### config.mk
export PLATFORM = sky130hd
export DESIGN_NAME = ftmr_top
export DESIGN_NICKNAME = d
export VERILOG_FILES = /design/src/rtl/ftmr_pkg.sv /design/src/rtl/ftmr_prescaler.sv /design/src/rtl/ftmr_counter.sv /design/src/rtl/ftmr_flag.sv /design/src/rtl/ftmr_top.sv
export SDC_FILE = /design/constraint.sdc
export NUM_CORES = 1
export LEC_CHECK = 0
export ABC_AREA = 1
export BUFFER_PORTS_ARGS = -buffer_cell sky130_fd_sc_hd__buf_2
export CAP_MARGIN = 20
export CORE_MARGIN = 2
export CORE_UTILIZATION = 60
export DETAILED_ROUTE_END_ITERATION = 10
export PLACE_DENSITY = 0.85
export SLEW_MARGIN = 0
export SYNTH_ARGS = -nofsm -noshare
export SYNTH_HDL_FRONTEND = slang
export SYNTH_SLANG_ARGS = --single-unit
### constraint.sdc
create_clock -name clk_i -period 2.9 [get_ports clk_i]
set_clock_uncertainty 0.05 [all_clocks]
set_input_delay 0.725 -clock clk_i [delete_from_list [all_inputs] [get_ports clk_i]]
set_output_delay 0.725 -clock clk_i [all_outputs]
set_load 0.05 [all_outputs]
### src/rtl/ftmr_pkg.sv
package ftmr_pkg;
  localparam logic [7:0] ADDR_CTRL = 8'h12;
  localparam logic [7:0] ADDR_STAT = 8'h13;
  localparam logic [7:0] ADDR_CNTH = 8'h18;
  localparam logic [7:0] ADDR_CNTL = 8'h19;
  localparam int unsigned FLAG_BIT = 5;
endpackage

### src/rtl/ftmr_prescaler.sv
module ftmr_prescaler #(
  parameter int unsigned DIV_W = 2
) (
  input  logic clk_i,
  input  logic rst_ni,
  output logic tick_o
);
  logic [DIV_W-1:0] pre_q;

  always_ff @(posedge clk_i or negedge rst_ni) begin
    if (!rst_ni) pre_q <= '0;
    else         pre_q <= pre_q + 1'b1;
  end

  assign tick_o = &pre_q;

  AST_TICK_SPACING: assert property (@(posedge clk_i) disable iff (!rst_ni)
    tick_o |=> !tick_o);
endmodule

### src/rtl/ftmr_counter.sv
module ftmr_counter #(
  parameter int unsigned CNT_W = 16
) (
  input  logic             clk_i,
  input  logic             rst_ni,
  input  logic             tick_i,
  input  logic             hi_rd_i,
  input  logic             lo_rd_i,
  output logic [CNT_W-1:0] cnt_o,
  output logic [7:0]       lo_view_o,
  output logic             wrap_o
);
  logic [CNT_W-1:0] cnt_q;
  logic [7:0]       hold_q;
  logic             held_q;

  always_ff @(posedge clk_i or negedge rst_ni) begin
    if (!rst_ni)     cnt_q <= '0;
    else if (tick_i) cnt_q <= cnt_q + 1'b1;
  end

  // holding register: closed by upper read, reopened by lower read
  always_ff @(posedge clk_i or negedge rst_ni) begin
    if (!rst_ni) begin
      held_q <= 1'b0;
      hold_q <= '0;
    end else if (hi_rd_i) begin
      held_q <= 1'b1;
      hold_q <= cnt_q[7:0];
    end else if (lo_rd_i) begin
      held_q <= 1'b0;
    end
  end

  assign cnt_o     = cnt_q;
  assign lo_view_o = held_q ? hold_q : cnt_q[7:0];
  assign wrap_o    = tick_i & (&cnt_q);

  AST_CNT_WRAP: assert property (@(posedge clk_i) disable iff (!rst_ni)
    (tick_i && (&cnt_q)) |=> (cnt_q == '0));
  AST_CNT_STEP: assert property (@(posedge clk_i) disable iff (!rst_ni)
    (tick_i && !(&cnt_q)) |=> (cnt_q == $past(cnt_q) + 1'b1));
  AST_CNT_IDLE: assert property (@(posedge clk_i) disable iff (!rst_ni)
    !tick_i |=> $stable(cnt_q));
  AST_LATCH_HELD: assert property (@(posedge clk_i) disable iff (!rst_ni)
    (held_q && !lo_rd_i && !hi_rd_i) |=> (held_q && $stable(hold_q)));
endmodule

### src/rtl/ftmr_flag.sv
module ftmr_flag (
  input  logic clk_i,
  input  logic rst_ni,
  input  logic wrap_i,
  input  logic stat_rd_i,
  input  logic lo_rd_i,
  output logic flag_o
);
  logic flag_q;
  logic armed_q;

  always_ff @(posedge clk_i or negedge rst_ni) begin
    if (!rst_ni)                 flag_q <= 1'b0;
    else if (wrap_i)             flag_q <= 1'b1; // set wins over clear
    else if (armed_q && lo_rd_i) flag_q <= 1'b0;
  end

  always_ff @(posedge clk_i or negedge rst_ni) begin
    if (!rst_ni)                    armed_q <= 1'b0;
    else if (lo_rd_i)               armed_q <= 1'b0;
    else if (stat_rd_i && flag_q)   armed_q <= 1'b1;
  end

  assign flag_o = flag_q;

  AST_SET_WINS: assert property (@(posedge clk_i) disable iff (!rst_ni)
    wrap_i |=> flag_o);
  AST_CLEAR_BY_LOW_READ: assert property (@(posedge clk_i) disable iff (!rst_ni)
    (flag_o && !lo_rd_i) |=> flag_o);
endmodule

### src/rtl/ftmr_top.sv
module ftmr_top
  import ftmr_pkg::*;
#(
  parameter int unsigned CNT_W = 16,
  parameter int unsigned DIV_W = 2
) (
  input  logic       clk_i,
  input  logic       rst_ni,
  input  logic [7:0] addr_i,
  input  logic       rd_i,
  input  logic       wr_i,
  input  logic [7:0] wdata_i,
  output logic [7:0] rdata_o,
  output logic       irq_o
);
  localparam int unsigned HI_W = CNT_W - 8;

  logic             tick;
  logic [CNT_W-1:0] cnt;
  logic [7:0]       lo_view;
  logic [7:0]       hi_byte;
  logic [7:0]       ctrl_q;
  logic             wrap;
  logic             flag;
  logic             hi_rd, lo_rd, stat_rd, ctrl_wr;

  assign hi_rd   = rd_i && (addr_i == ADDR_CNTH);
  assign lo_rd   = rd_i && (addr_i == ADDR_CNTL);
  assign stat_rd = rd_i && (addr_i == ADDR_STAT);
  assign ctrl_wr = wr_i && (addr_i == ADDR_CTRL);

  ftmr_prescaler #(.DIV_W(DIV_W)) u_pre (
    .clk_i (clk_i),
    .rst_ni(rst_ni),
    .tick_o(tick)
  );

  ftmr_counter #(.CNT_W(CNT_W)) u_cnt (
    .clk_i    (clk_i),
    .rst_ni   (rst_ni),
    .tick_i   (tick),
    .hi_rd_i  (hi_rd),
    .lo_rd_i  (lo_rd),
    .cnt_o    (cnt),
    .lo_view_o(lo_view),
    .wrap_o   (wrap)
  );

  ftmr_flag u_flag (
    .clk_i    (clk_i),
    .rst_ni   (rst_ni),
    .wrap_i   (wrap),
    .stat_rd_i(stat_rd),
    .lo_rd_i  (lo_rd),
    .flag_o   (flag)
  );

  always_ff @(posedge clk_i or negedge rst_ni) begin
    if (!rst_ni)      ctrl_q <= '0;
    else if (ctrl_wr) ctrl_q <= wdata_i;
  end

  always_comb begin
    hi_byte = '0;
    hi_byte[HI_W-1:0] = cnt[CNT_W-1:8];
  end

  always_comb begin
    rdata_o = '0;
    unique case (addr_i)
      ADDR_CTRL: rdata_o = ctrl_q;
      ADDR_STAT: rdata_o[FLAG_BIT] = flag;
      ADDR_CNTH: rdata_o = hi_byte;
      ADDR_CNTL: rdata_o = lo_view;
      default:   rdata_o = '0;
    endcase
  end

  assign irq_o = flag & ctrl_q[FLAG_BIT];

  AST_WRITE_IGNORED: assert property (@(posedge clk_i) disable iff (!rst_ni)
    (wr_i && (addr_i != ADDR_CTRL)) |=> $stable(ctrl_q));
  AST_IRQ_RISE: assert property (@(posedge clk_i) disable iff (!rst_ni)
    $rose(irq_o) |-> ($past(wrap) || $past(ctrl_wr)));
endmodule

==> flow_metrics.py, run 1 <==
metrics = {
    "cts": {
        "cts.path.max_buffers": 2,
        "tritoncts.num_buffers": 5,
        "clock_sinks": 37,
        "cts_tree": "built",
        "hold_buffer_count_at_cts": 0,
        "clkLatencyLatePin_ns": 0.33,
        "cts.root.buffer_cell": "sky130_fd_sc_hd__clkbuf_4",
        "post_cts.repair.setup_buffers": 0,
        "cts.repair.resized": 0,
        "htreeDepth": 2,
        "clkTransAtPathRegs_ns": 0.10,
    },
    "route": {
        "detail-route-antenna-nets": 0,
        "wl_per_cell_um": 11.9,
        "first_pass_iters": 4,
        "avgViaCountPerCell": 5.19,
        "finalWirelength_um": 3880,
        "num_vias": 1691,
        "remaining_design_rule_violation_count": 0,
        "detailedRoute.firstIterationViolations": 88,
    },
    "power": {
        "pwr_density_cell_nw_per_um2": 382,
        "power.leakage_nw": 1.11,
        "ir_drop_uv": 322,
    },
    "die": {
        "dieWidth_um": 62.3,
        "fp.dieH_um": 62.3,
        "floorplan.initialDensity_pct": 61.7,
        "design.portCount": 29,
        "core_area_um2": 3310,
        "placementRows": 21,
        "die_outline_area_um2": 3890,
    },
    "sta": {
        "setup_repair_after_global_routing_missed_its_margin": "false",
        "timing_max_transition_violations_final": 0,
        "timing.final.hold_violations": 0,
        "slew-limit-headroom_pct": 46.9,
        "setup_total_negative_slack_ns": 0,
        "period_share_pct": 89.9,
        "worstMarginPinSlew_ns": 0.796,
        "hold-worst-slack_ns": 0.386,
        "max_clock_freq_mhz": 384,
        "worst_slack_ns": 0.294,
        "final-setup-viol-count": 0,
        "finalWorstPathRequiredPeriod_ns": 2.61,
    },
    "min_path": {
        "hold_path_class": "register to register",
    },
    "synthesis": {
        "synthesis.nets": 273,
        "synth.ff_latch_count": 37,
        "ys_seq_area_share_pct": 45.3,
        "synthesis.area_per_instance_um2": 8.14,
        "ys_warn_count": 0,
        "synthesis.instances": 251,
        "mappedNetlistArea_um2": 2040,
        "synth_cell_type_count": 24,
    },
    "setup_path": {
        "crit_arrival_ns": 1.83,
        "cp-end-kind": "output port",
        "timing.setup.critical_path_class": "primary input to output port",
        "crit_fanout": 22,
        "start_kind": "primary input",
        "crit_required_ns": 2.12,
    },
    "finish": {
        "flow.area_growth_from_synthesis_pct": 9.99,
        "stdcell_area_um2": 2250,
        "finalNonFillerCells": 326,
        "diodes": 0,
        "drive_above_1_share_pct": 21.8,
        "final_nets": 303,
    },
    "placed_design": {
        "globalplace.congestion": 0.831,
        "numPortBuffers": 28,
        "dp_cells": 320,
        "dpl.hpwl_um": 3050,
        "place_area_um2": 2200,
        "setup_ws_pre_cts_ns": 0.287,
    },
    "grt": {
        "grt_overflow": 0,
        "first_global_vias": 1631,
        "gr-usage-all-layers_pct": 22.7,
        "first_pass_grt_wire_length_um": 7000,
        "grt_start_max_net_pins": 38,
        "antenna_found_initial": 0,
    },
    "run": {
        "maxCapViolCount": 0,
    },
    "status": {
        "outcome": "complete, no violations",
    },
}
-- stage by stage --
step	utilization, %	total power, mW
global route	67.8	0.895
global placement	66.6	0.624
CTS	67.8	0.863
finish	67.8	0.859
detailed placement	66.6	0.627
floorplan	-	0.591
-- layout make-up --
class | instances | area [um2]
well taps | 46 | 57.6
repair buffers | 29 | 148
clock inverters | 1 | 5.00
multi-input cells | 170 | 930
flip-flops and latches | 37 | 926
clock buffers | 5 | 37.5
inverters | 38 | 143
fillers | 290 | 1060
-- cell usage after synthesis --
master                     count  area, um2
sky130_fd_sc_hd__o211ai_1      7       52.6
sky130_fd_sc_hd__nor2_2        6       37.5
sky130_fd_sc_hd__ha_1          2       25.0
sky130_fd_sc_hd__buf_8         1       15.0
sky130_fd_sc_hd__nor2_8        1       20.0
sky130_fd_sc_hd__nand2_1      60        225
sky130_fd_sc_hd__dfrtp_1      37        926
sky130_fd_sc_hd__xor2_1        9       78.8
sky130_fd_sc_hd__clkbuf_1      1       3.75
sky130_fd_sc_hd__nor2_1       13       48.8
sky130_fd_sc_hd__o21ai_2       7       61.3
sky130_fd_sc_hd__inv_1        35        131
sky130_fd_sc_hd__nand2_2       4       25.0
sky130_fd_sc_hd__nand3_2       1       10.0
sky130_fd_sc_hd__nor3_1        2       10.0
sky130_fd_sc_hd__buf_4         2       15.0
sky130_fd_sc_hd__nand3_1      24        120
sky130_fd_sc_hd__nor2_4        3       33.8
sky130_fd_sc_hd__nand4_1       7       43.8
sky130_fd_sc_hd__o21ai_0      20        100
sky130_fd_sc_hd__buf_2         2       10.0
sky130_fd_sc_hd__nand2_4       1       11.3
sky130_fd_sc_hd__inv_2         3       11.3
sky130_fd_sc_hd__xnor2_1       3       26.3
-- worst paths after layout --
path,startpoint,end,slack [ns],depth (start not counted)
max,addr_i[5],rdata_o[4],0.29,8
min,u_pre.pre_q[0],u_pre.pre_q[0],0.39,1
max reg2reg,u_pre.pre_q[0],u_cnt.cnt_o[12],1.37,5
min reg2reg,u_pre.pre_q[0],u_pre.pre_q[0],0.39,1
max in group asynchronous,rst_ni,u_cnt.cnt_o[7],1.89,1
min in group asynchronous,rst_ni,ctrl_q[3],0.42,1
-- report_power, final --
| part | internal [mW] | switching (mW) | total (mW) |
|---|---|---|---|
| logic | 0.0249 | 0.0495 | 0.0744 |
| clock network | 0.0842 | 0.159 | 0.244 |
| registers | 0.532 | 0.00885 | 0.541 |
-- logic make-up (layout without fill, tap and decap cells) --
logic type	count (synthesis)	after routing	synth area share, %
adders and majority gates	2	2	1.23
xor gates and xnor gates	12	12	5.15
AOI/OAI and AO/OA	34	34	10.5
and+or+nand+nor	122	122	28.7
DFF	37	37	45.3
buffers and inverters	44	73	9.13
-- cell usage in the layout, fill, tap and decap left out, types with 2 or more instances in the layout --
| master | Yosys | layout |
|---|---|---|
| sky130_fd_sc_hd__nand2_1 | 60 | 60 |
| sky130_fd_sc_hd__dfrtp_1 | 37 | 37 |
| sky130_fd_sc_hd__inv_1 | 35 | 35 |
| sky130_fd_sc_hd__buf_2 | 2 | 28 |
| sky130_fd_sc_hd__nand3_1 | 24 | 24 |
| sky130_fd_sc_hd__o21ai_0 | 20 | 20 |
| sky130_fd_sc_hd__nor2_1 | 13 | 13 |
| sky130_fd_sc_hd__xor2_1 | 9 | 9 |
| sky130_fd_sc_hd__o211ai_1 | 7 | 7 |
| sky130_fd_sc_hd__nand4_1 | 7 | 7 |
| sky130_fd_sc_hd__o21ai_2 | 7 | 7 |
| sky130_fd_sc_hd__nor2_2 | 6 | 6 |
| sky130_fd_sc_hd__clkbuf_4 | 0 | 5 |
| sky130_fd_sc_hd__nand2_2 | 4 | 4 |
| sky130_fd_sc_hd__inv_2 | 3 | 3 |
| sky130_fd_sc_hd__nor2_4 | 3 | 3 |
| sky130_fd_sc_hd__xnor2_1 | 3 | 3 |
| sky130_fd_sc_hd__nor3_1 | 2 | 2 |
| sky130_fd_sc_hd__ha_1 | 2 | 2 |
-- critical path, cell delays in order --
cell	delay (ns)
sky130_fd_sc_hd__buf_2	0.10
sky130_fd_sc_hd__inv_2	0.03
sky130_fd_sc_hd__nand2_1	0.07
sky130_fd_sc_hd__nor2_4	0.14
sky130_fd_sc_hd__buf_4	0.24
sky130_fd_sc_hd__nand3_1	0.11
sky130_fd_sc_hd__o211ai_1	0.11
sky130_fd_sc_hd__buf_2	0.29
-- registers in the layout, summed over array words and instances, names as in the netlist --
name	cells
u_cnt.cnt_o	16
ctrl_q	8
u_cnt.hold_q	8
u_pre.pre_q	2
u_cnt.held_q	1
u_flag.armed_q	1
u_flag.flag_o	1
-- routing by layer --
layer | vias to the layer above | wire (um) | GRT usage (%)
met3 | 7 | 179 | 4.17
met4 | 0 | 68 | 8.33
met2 | 37 | 1850 | 37.6
met5 | - | 0 | 0
met1 | 788 | 1780 | 29.9
li1 | 859 | - | -
Power figures use the tool's default switching activity.
==> run 2, diff against run 1 <==
--- a/config.mk
+++ b/config.mk
@@ -9,9 +9,10 @@
 export BUFFER_PORTS_ARGS = -buffer_cell sky130_fd_sc_hd__buf_2
 export CAP_MARGIN = 20
 export CORE_MARGIN = 2
-export CORE_UTILIZATION = 60
+export CORE_UTILIZATION = 51
+export CTS_CLUSTER_SIZE = 28
 export DETAILED_ROUTE_END_ITERATION = 10
-export PLACE_DENSITY = 0.85
+export PLACE_DENSITY = 0.77
 export SLEW_MARGIN = 0
 export SYNTH_ARGS = -nofsm -noshare
 export SYNTH_HDL_FRONTEND = slang
==> constraint.sdc (replaced) <==
create_clock -name clk_i -period 2.2 [get_ports clk_i]
set_clock_uncertainty 0.05 [all_clocks]
set_input_delay 0.55 -clock clk_i [delete_from_list [all_inputs] [get_ports clk_i]]
set_output_delay 0.55 -clock clk_i [all_outputs]
set_load 0.05 [all_outputs]
==> run 2 against run 1 <==
Effect of this change:
- die area up 16%
- sequential cell count did not move
- power increased by 67%
- first-iteration DRC count grew 25%
- setup slack got worse by 0.24 ns
- critical path depth is the same
- cell count is 2.1% higher
- worst hold slack got worse by 0.10 ns
- critical path type unchanged
- largest cell class unchanged
- highest routed layer unchanged
==> flow_metrics.py, run 2 (synthesis results as in run 1) <==
metrics = {
    "status": {
        "outcome": "complete, no violations",
    },
    "die": {
        "design.portCount": 29,
        "dieWidth_um": 67.3,
        "fp.dieH_um": 67.3,
        "core_area_um2": 3740,
        "placementRows": 22,
        "die_outline_area_um2": 4530,
        "floorplan.initialDensity_pct": 54.5,
    },
    "setup_path": {
        "crit_path_buffers_inverters": 4,
        "critical_path.endpoint": "rdata_o[2]",
        "reg2reg_depth": 5,
        "reg2reg_setup_slack_ns": 0.62,
        "start_kind": "primary input",
        "cp-end-kind": "output port",
        "cpMaxStageDelayCell": "sky130_fd_sc_hd__buf_4",
        "crit-reg2reg-capture": "u_cnt.cnt_o[10]",
        "crit_arrival_ns": 1.54,
        "critical_path_depth": 8,
        "crit_fanout": 19,
        "critical_path_s_top_delay_family": "buffers and inverters",
        "timing.rr.start": "u_pre.pre_q[0]",
        "slowest_delay_ns": 0.23,
        "timing.setup.critical_path_class": "primary input to output port",
        "crit_path_start": "addr_i[7]",
        "crit_required_ns": 1.60,
        "critical_path.cell_chain": "buf_2 -> inv_12 -> nand2_4 -> nor2_4 -> buf_12 -> nand3_1 -> o211ai_1 -> buf_4",
    },
    "placed_design": {
        "setup_ws_pre_cts_ns": 0.00885,
        "dpl.hpwl_um": 3110,
        "dp_cells": 325,
        "numPortBuffers": 28,
        "globalplace.congestion": 0.906,
    },
    "grt": {
        "first_global_vias": 1548,
        "met1_usage_pct": 28.5,
        "grt_overflow": 0,
        "antenna_found_initial": 0,
        "gr-max-usage-layer": "met2",
        "grt_start_max_net_pins": 38,
        "first_pass_grt_wire_length_um": 6990,
        "use_met3_pct": 5.00,
        "grt.met2_usage_pct": 32.9,
        "gr-usage-all-layers_pct": 20.9,
    },
    "route": {
        "wl_per_cell_um": 12.2,
        "finalWirelength_um": 4060,
        "detail-route-antenna-nets": 0,
        "avgViaCountPerCell": 5.02,
        "num_vias": 1673,
        "detailedRoute.firstIterationViolations": 110,
        "first_pass_iters": 4,
        "remaining_design_rule_violation_count": 0,
    },
    "finish": {
        "layout.cells.most_common": "sky130_fd_sc_hd__nand2_1",
        "final_nets": 306,
        "largest_register_ffs": 16,
        "drive_above_1_share_pct": 26.3,
        "finalNonFillerCells": 333,
        "mostFrequentLayoutCells": "sky130_fd_sc_hd__nand2_1 (57), sky130_fd_sc_hd__dfrtp_1 (36), sky130_fd_sc_hd__inv_1 (31)",
        "area_used_by_multi_input_combinational_logic_um2": 952,
        "diodes": 0,
        "flow.area_growth_from_synthesis_pct": 18.8,
        "seqCellArea_um2": 927,
        "fillers": 323,
    },
    "sta": {
        "slew-limit-headroom_pct": 48.0,
        "final-setup-viol-count": 0,
        "finalWorstPathRequiredPeriod_ns": 2.14,
        "timing_max_transition_violations_final": 0,
        "max_clock_freq_mhz": 467,
        "worst_slack_ns": 0.0588,
        "worstMarginPinSlew_ns": 0.781,
        "timing.final.hold_violations": 0,
        "hold-worst-slack_ns": 0.286,
        "setup_repair_after_global_routing_missed_its_margin": "true",
        "period_share_pct": 97.3,
    },
    "power": {
        "power_frac_clock_pct": 42.4,
        "pwr_density_cell_nw_per_um2": 591,
        "ir_drop_uv": 436,
        "internal-power_mw": 1.11,
        "combinationalPowerShare_pct": 7.8,
        "pwr-share-seq_pct": 49.8,
        "p_switching_mw": 0.324,
        "netSwitchingFraction_pct": 22.6,
        "power.leakage_nw": 1.16,
    },
    "cts": {
        "post_cts.repair.setup_buffers": 0,
        "hold_buffer_count_at_cts": 0,
        "clkLatencyLatePin_ns": 0.29,
        "cts.root.buffer_cell": "sky130_fd_sc_hd__clkbuf_8",
        "htreeDepth": 2,
        "clock_sinks": 37,
        "cts_tree": "built",
        "cts.path.max_buffers": 2,
        "tritoncts.num_buffers": 5,
        "clkTransAtPathRegs_ns": 0.07,
    },
    "run": {
        "maxCapViolCount": 0,
    },
    "min_path": {
        "hold_path_class": "primary input to async pin",
    },
}
[run 2: worst reg2reg max path, delay by kind of cell (launching register included)]
family	cells	cell delay, ns
XOR/XNOR	1	0.14
adder cells (fa/ha/maj)	1	0.36
buffers and inverters	1	0.10
flip-flops	1	0.35
AND/OR/NAND/NOR	2	0.47
[run 2: worst min path at each step]
stage / to / start / slack, ns
after floorplan: ctrl_q[0] / rst_ni / 0.20
final: u_pre.pre_q[0] / rst_ni / 0.29
after detailed placement: u_pre.pre_q[0] / u_pre.pre_q[0] / 0.37
after global placement: u_pre.pre_q[0] / u_pre.pre_q[0] / 0.36
after global routing: u_pre.pre_q[0] / rst_ni / 0.37
after CTS: u_pre.pre_q[0] / rst_ni / 0.32
[run 2: layer usage]
| layer | vias to the layer above | part of all wire (%) | routed length, um |
|---|---|---|---|
| met4 | 0 | 1.6 | 64 |
| met2 | 46 | 45 | 1840 |
| met1 | 751 | 48 | 1950 |
| met3 | 9 | 5.2 | 212 |
| met5 | - | 0 | 0 |
| li1 | 867 | - | - |
[run 2: timing repair]
item	in CTS	in global routing
endpoints found under the setup margin	3	8
gates cloned	0	0
gates resized for setup	4	15
[run 2: per-stage QoR]
stage	setup TNS, ns	instance area [um2]	utilization [%]	power (mW)
floorplan	-0.672	2080	-	0.784
global placement	0	2280	60.9	0.835
detailed placement	0	2280	60.9	0.838
CTS	0	2410	64.3	1.44
global route	-0.00780	2420	64.8	1.49
finish	0	2420	64.8	1.43
[run 2: cell type report]
| type | count | share of cell area [%] |
|---|---|---|
| Tap cell | 48 | 2.48 |
| Clock inverter | 2 | 1.55 |
| Timing Repair Buffer | 32 | 8.36 |
| Inverter | 38 | 6.71 |
| Clock buffer | 6 | 3.41 |
| Multi-Input combinational cell | 170 | 39.3 |
| Sequential cell | 37 | 38.2 |
[run 2: power by group through the flow]
stage,Combinational (mW),Clock [mW],Sequential (mW)
after floorplan,0.0634,0,0.721
after global placement,0.110,0,0.726
after detailed placement,0.112,0,0.726
after CTS,0.112,0.619,0.713
after global routing,0.126,0.647,0.716
final,0.111,0.608,0.714
==> run 3, diff against run 2 <==
--- a/config.mk
+++ b/config.mk
@@ -8,11 +8,14 @@
 export ABC_AREA = 1
 export BUFFER_PORTS_ARGS = -buffer_cell sky130_fd_sc_hd__buf_2
 export CAP_MARGIN = 20
+export CELL_PAD_IN_SITES_DETAIL_PLACEMENT = 1
+export CELL_PAD_IN_SITES_GLOBAL_PLACEMENT = 2
 export CORE_MARGIN = 2
-export CORE_UTILIZATION = 51
+export CORE_UTILIZATION = 31
+export CTS_BUF_LIST = sky130_fd_sc_hd__clkbuf_4
 export CTS_CLUSTER_SIZE = 28
 export DETAILED_ROUTE_END_ITERATION = 10
-export PLACE_DENSITY = 0.77
+export PLACE_DENSITY = 0.79
 export SLEW_MARGIN = 0
 export SYNTH_ARGS = -nofsm -noshare
 export SYNTH_HDL_FRONTEND = slang
==> run 3 against run 2 <==
Effect of this change:
- critical path depth increased by 1
- utilization decreased by 23 points
- first-iteration DRC count decreased by 45%
- critical path type unchanged
- cell area increased by 9.5%
- sequential power about the same
- wire length increased by 29%
- clock-buffer cell count unchanged
- sequential cell count unchanged
==> flow_metrics.py, run 3 (synthesis results as in run 1) <==
metrics = {
    "setup_path": {
        "cp-end-kind": "output port",
        "crit_path_start": "addr_i[5]",
        "cpMaxStageDelayCell": "sky130_fd_sc_hd__buf_4",
        "crit_fanout": 5,
        "slowest_delay_ns": 0.23,
        "crit_required_ns": 1.60,
        "timing.setup.critical_path_class": "primary input to output port",
        "critical_path_s_top_delay_family": "buffers and inverters",
        "crit_path_buffers_inverters": 5,
        "timing.rr.start": "u_pre.pre_q[0]",
        "start_kind": "primary input",
        "critical_path.cell_chain": "buf_6 -> inv_2 -> nand2_2 -> nor2_4 -> buf_6 -> clkbuf_16 -> nand3_1 -> o211ai_1 -> buf_4",
        "crit_arrival_ns": 1.59,
        "crit_path_frequent_cell": "sky130_fd_sc_hd__buf_6",
    },
    "cts": {
        "cts.root.buffer_cell": "sky130_fd_sc_hd__clkbuf_4",
        "clkLatencyLatePin_ns": 0.35,
        "clkTransAtPathRegs_ns": 0.12,
        "cts.path.max_buffers": 2,
        "cts_tree": "built",
        "tritoncts.num_buffers": 5,
        "htreeDepth": 2,
        "clock_sinks": 37,
    },
    "sta": {
        "setup_total_negative_slack_ns": 0,
        "timing_max_transition_violations_final": 0,
        "period_share_pct": 99.7,
        "timing.final.hold_violations": 0,
        "hold-worst-slack_ns": 0.0821,
        "finalWorstPathRequiredPeriod_ns": 2.19,
        "slew-limit-headroom_pct": 70.1,
        "setup_repair_after_global_routing_missed_its_margin": "true",
        "worstMarginPinSlew_ns": 0.448,
        "final-setup-viol-count": 0,
        "max_clock_freq_mhz": 456,
    },
    "route": {
        "finalWirelength_um": 5260,
        "detail-route-antenna-nets": 0,
        "num_vias": 1816,
        "remaining_design_rule_violation_count": 0,
        "avgViaCountPerCell": 4.84,
        "first_pass_iters": 4,
        "wl_per_cell_um": 14.0,
        "detailedRoute.firstIterationViolations": 61,
    },
    "grt": {
        "first_global_vias": 1777,
        "first_pass_grt_wire_length_um": 8740,
        "grt_overflow": 0,
        "grt_start_max_net_pins": 23,
        "antenna_found_initial": 0,
        "gr-usage-all-layers_pct": 15.3,
    },
    "finish": {
        "largest_register_ffs": 16,
        "mostFrequentLayoutCells": "sky130_fd_sc_hd__nand2_1 (57), sky130_fd_sc_hd__dfrtp_1 (36), sky130_fd_sc_hd__inv_1 (31)",
        "layout.cells.most_common": "sky130_fd_sc_hd__nand2_1",
        "drive_above_1_share_pct": 31.5,
        "flow.area_growth_from_synthesis_pct": 30.1,
        "finalNonFillerCells": 375,
        "diodes": 0,
        "fillers": 771,
        "final_nets": 319,
    },
    "die": {
        "design.portCount": 29,
        "floorplan.initialDensity_pct": 32.2,
        "die_outline_area_um2": 7250,
        "dieWidth_um": 85.2,
        "fp.dieH_um": 85.2,
        "core_area_um2": 6350,
        "placementRows": 29,
    },
    "run": {
        "maxCapViolCount": 0,
    },
    "placed_design": {
        "dpl.hpwl_um": 3900,
        "numPortBuffers": 28,
        "dp_cells": 357,
        "globalplace.congestion": 0.754,
    },
    "min_path": {
        "hold_path_class": "primary input to async pin",
    },
    "power": {
        "ir_drop_uv": 326,
        "power.leakage_nw": 1.23,
        "finalPower_mw": 1.34,
        "pwr_density_cell_nw_per_um2": 503,
    },
    "status": {
        "outcome": "complete, no violations",
    },
}
[run 3: through the flow]
stage                     utilization [%]  cell area (um2)  setup WS (ns)
after CTS                            38.9             2470        0.00414
after detailed placement             37.0             2350        -0.0356
after global routing                 41.8             2660        -0.0838
final                                41.8             2660        0.00706
after floorplan                         -             2080         -0.108
after global placement               37.0             2350        -0.0158
[run 3: what timing repair did]
action	4_1_cts	5_1_grt
hold endpoints to repair	0	0
cloned	0	2
setup endpoints to repair	8	8
resized for setup	21	20
setup buffers	0	8
pin swaps	1	11
hold buffers	0	0
[run 3: per-layer routing]
metal  part of all wire, %  global-route usage [%]
met2                    46                    23.8
met3                   4.0                    3.40
met5                     0                       0
met1                    48                    21.6
met4                   1.4                    4.33
[run 3: worst register-to-register path, delay by kind of cell (launching register included)]
family / cells / cell delay (ns)
XOR/XNOR: 1 / 0.14
AND/OR/NAND/NOR: 2 / 0.45
adder cells (fa/ha/maj): 1 / 0.37
flip-flops: 1 / 0.37
buffers and inverters: 1 / 0.09
[run 3: path summary, 6_finish.rpt]
| kind | slack [ns] | endpoint | cells past startpoint |
|---|---|---|---|
| worst max-delay path | 0.007 | rdata_o[7] | 9 |
| worst min-delay path | 0.08 | u_cnt.hold_q[7] | 1 |
| worst max register to register | 0.61 | u_cnt.cnt_o[10] | 5 |
| worst min register to register | 0.38 | u_pre.pre_q[0] | 1 |
| max in group asynchronous | 1.55 | u_cnt.held_q | 2 |
| min in group clk_i | 0.36 | ctrl_q[2] | 3 |
[run 3: layout make-up]
class | count | area [um2] | share of cell area (%)
Tap cell | 77 | 96.3 | 3.63
Inverter | 38 | 165 | 6.22
Sequential cell | 37 | 927 | 34.9
Multi-Input combinational cell | 170 | 1010 | 37.9
Clock buffer | 6 | 45.0 | 1.70
Clock inverter | 2 | 33.8 | 1.27
Timing Repair Buffer | 45 | 383 | 14.4
[run 3: power by group]
part	internal (mW)	leakage (nW)	switching (mW)
sequential	0.702	0.441	0.0113
combinational	0.0610	0.745	0.0886
clock	0.249	0.0433	0.226
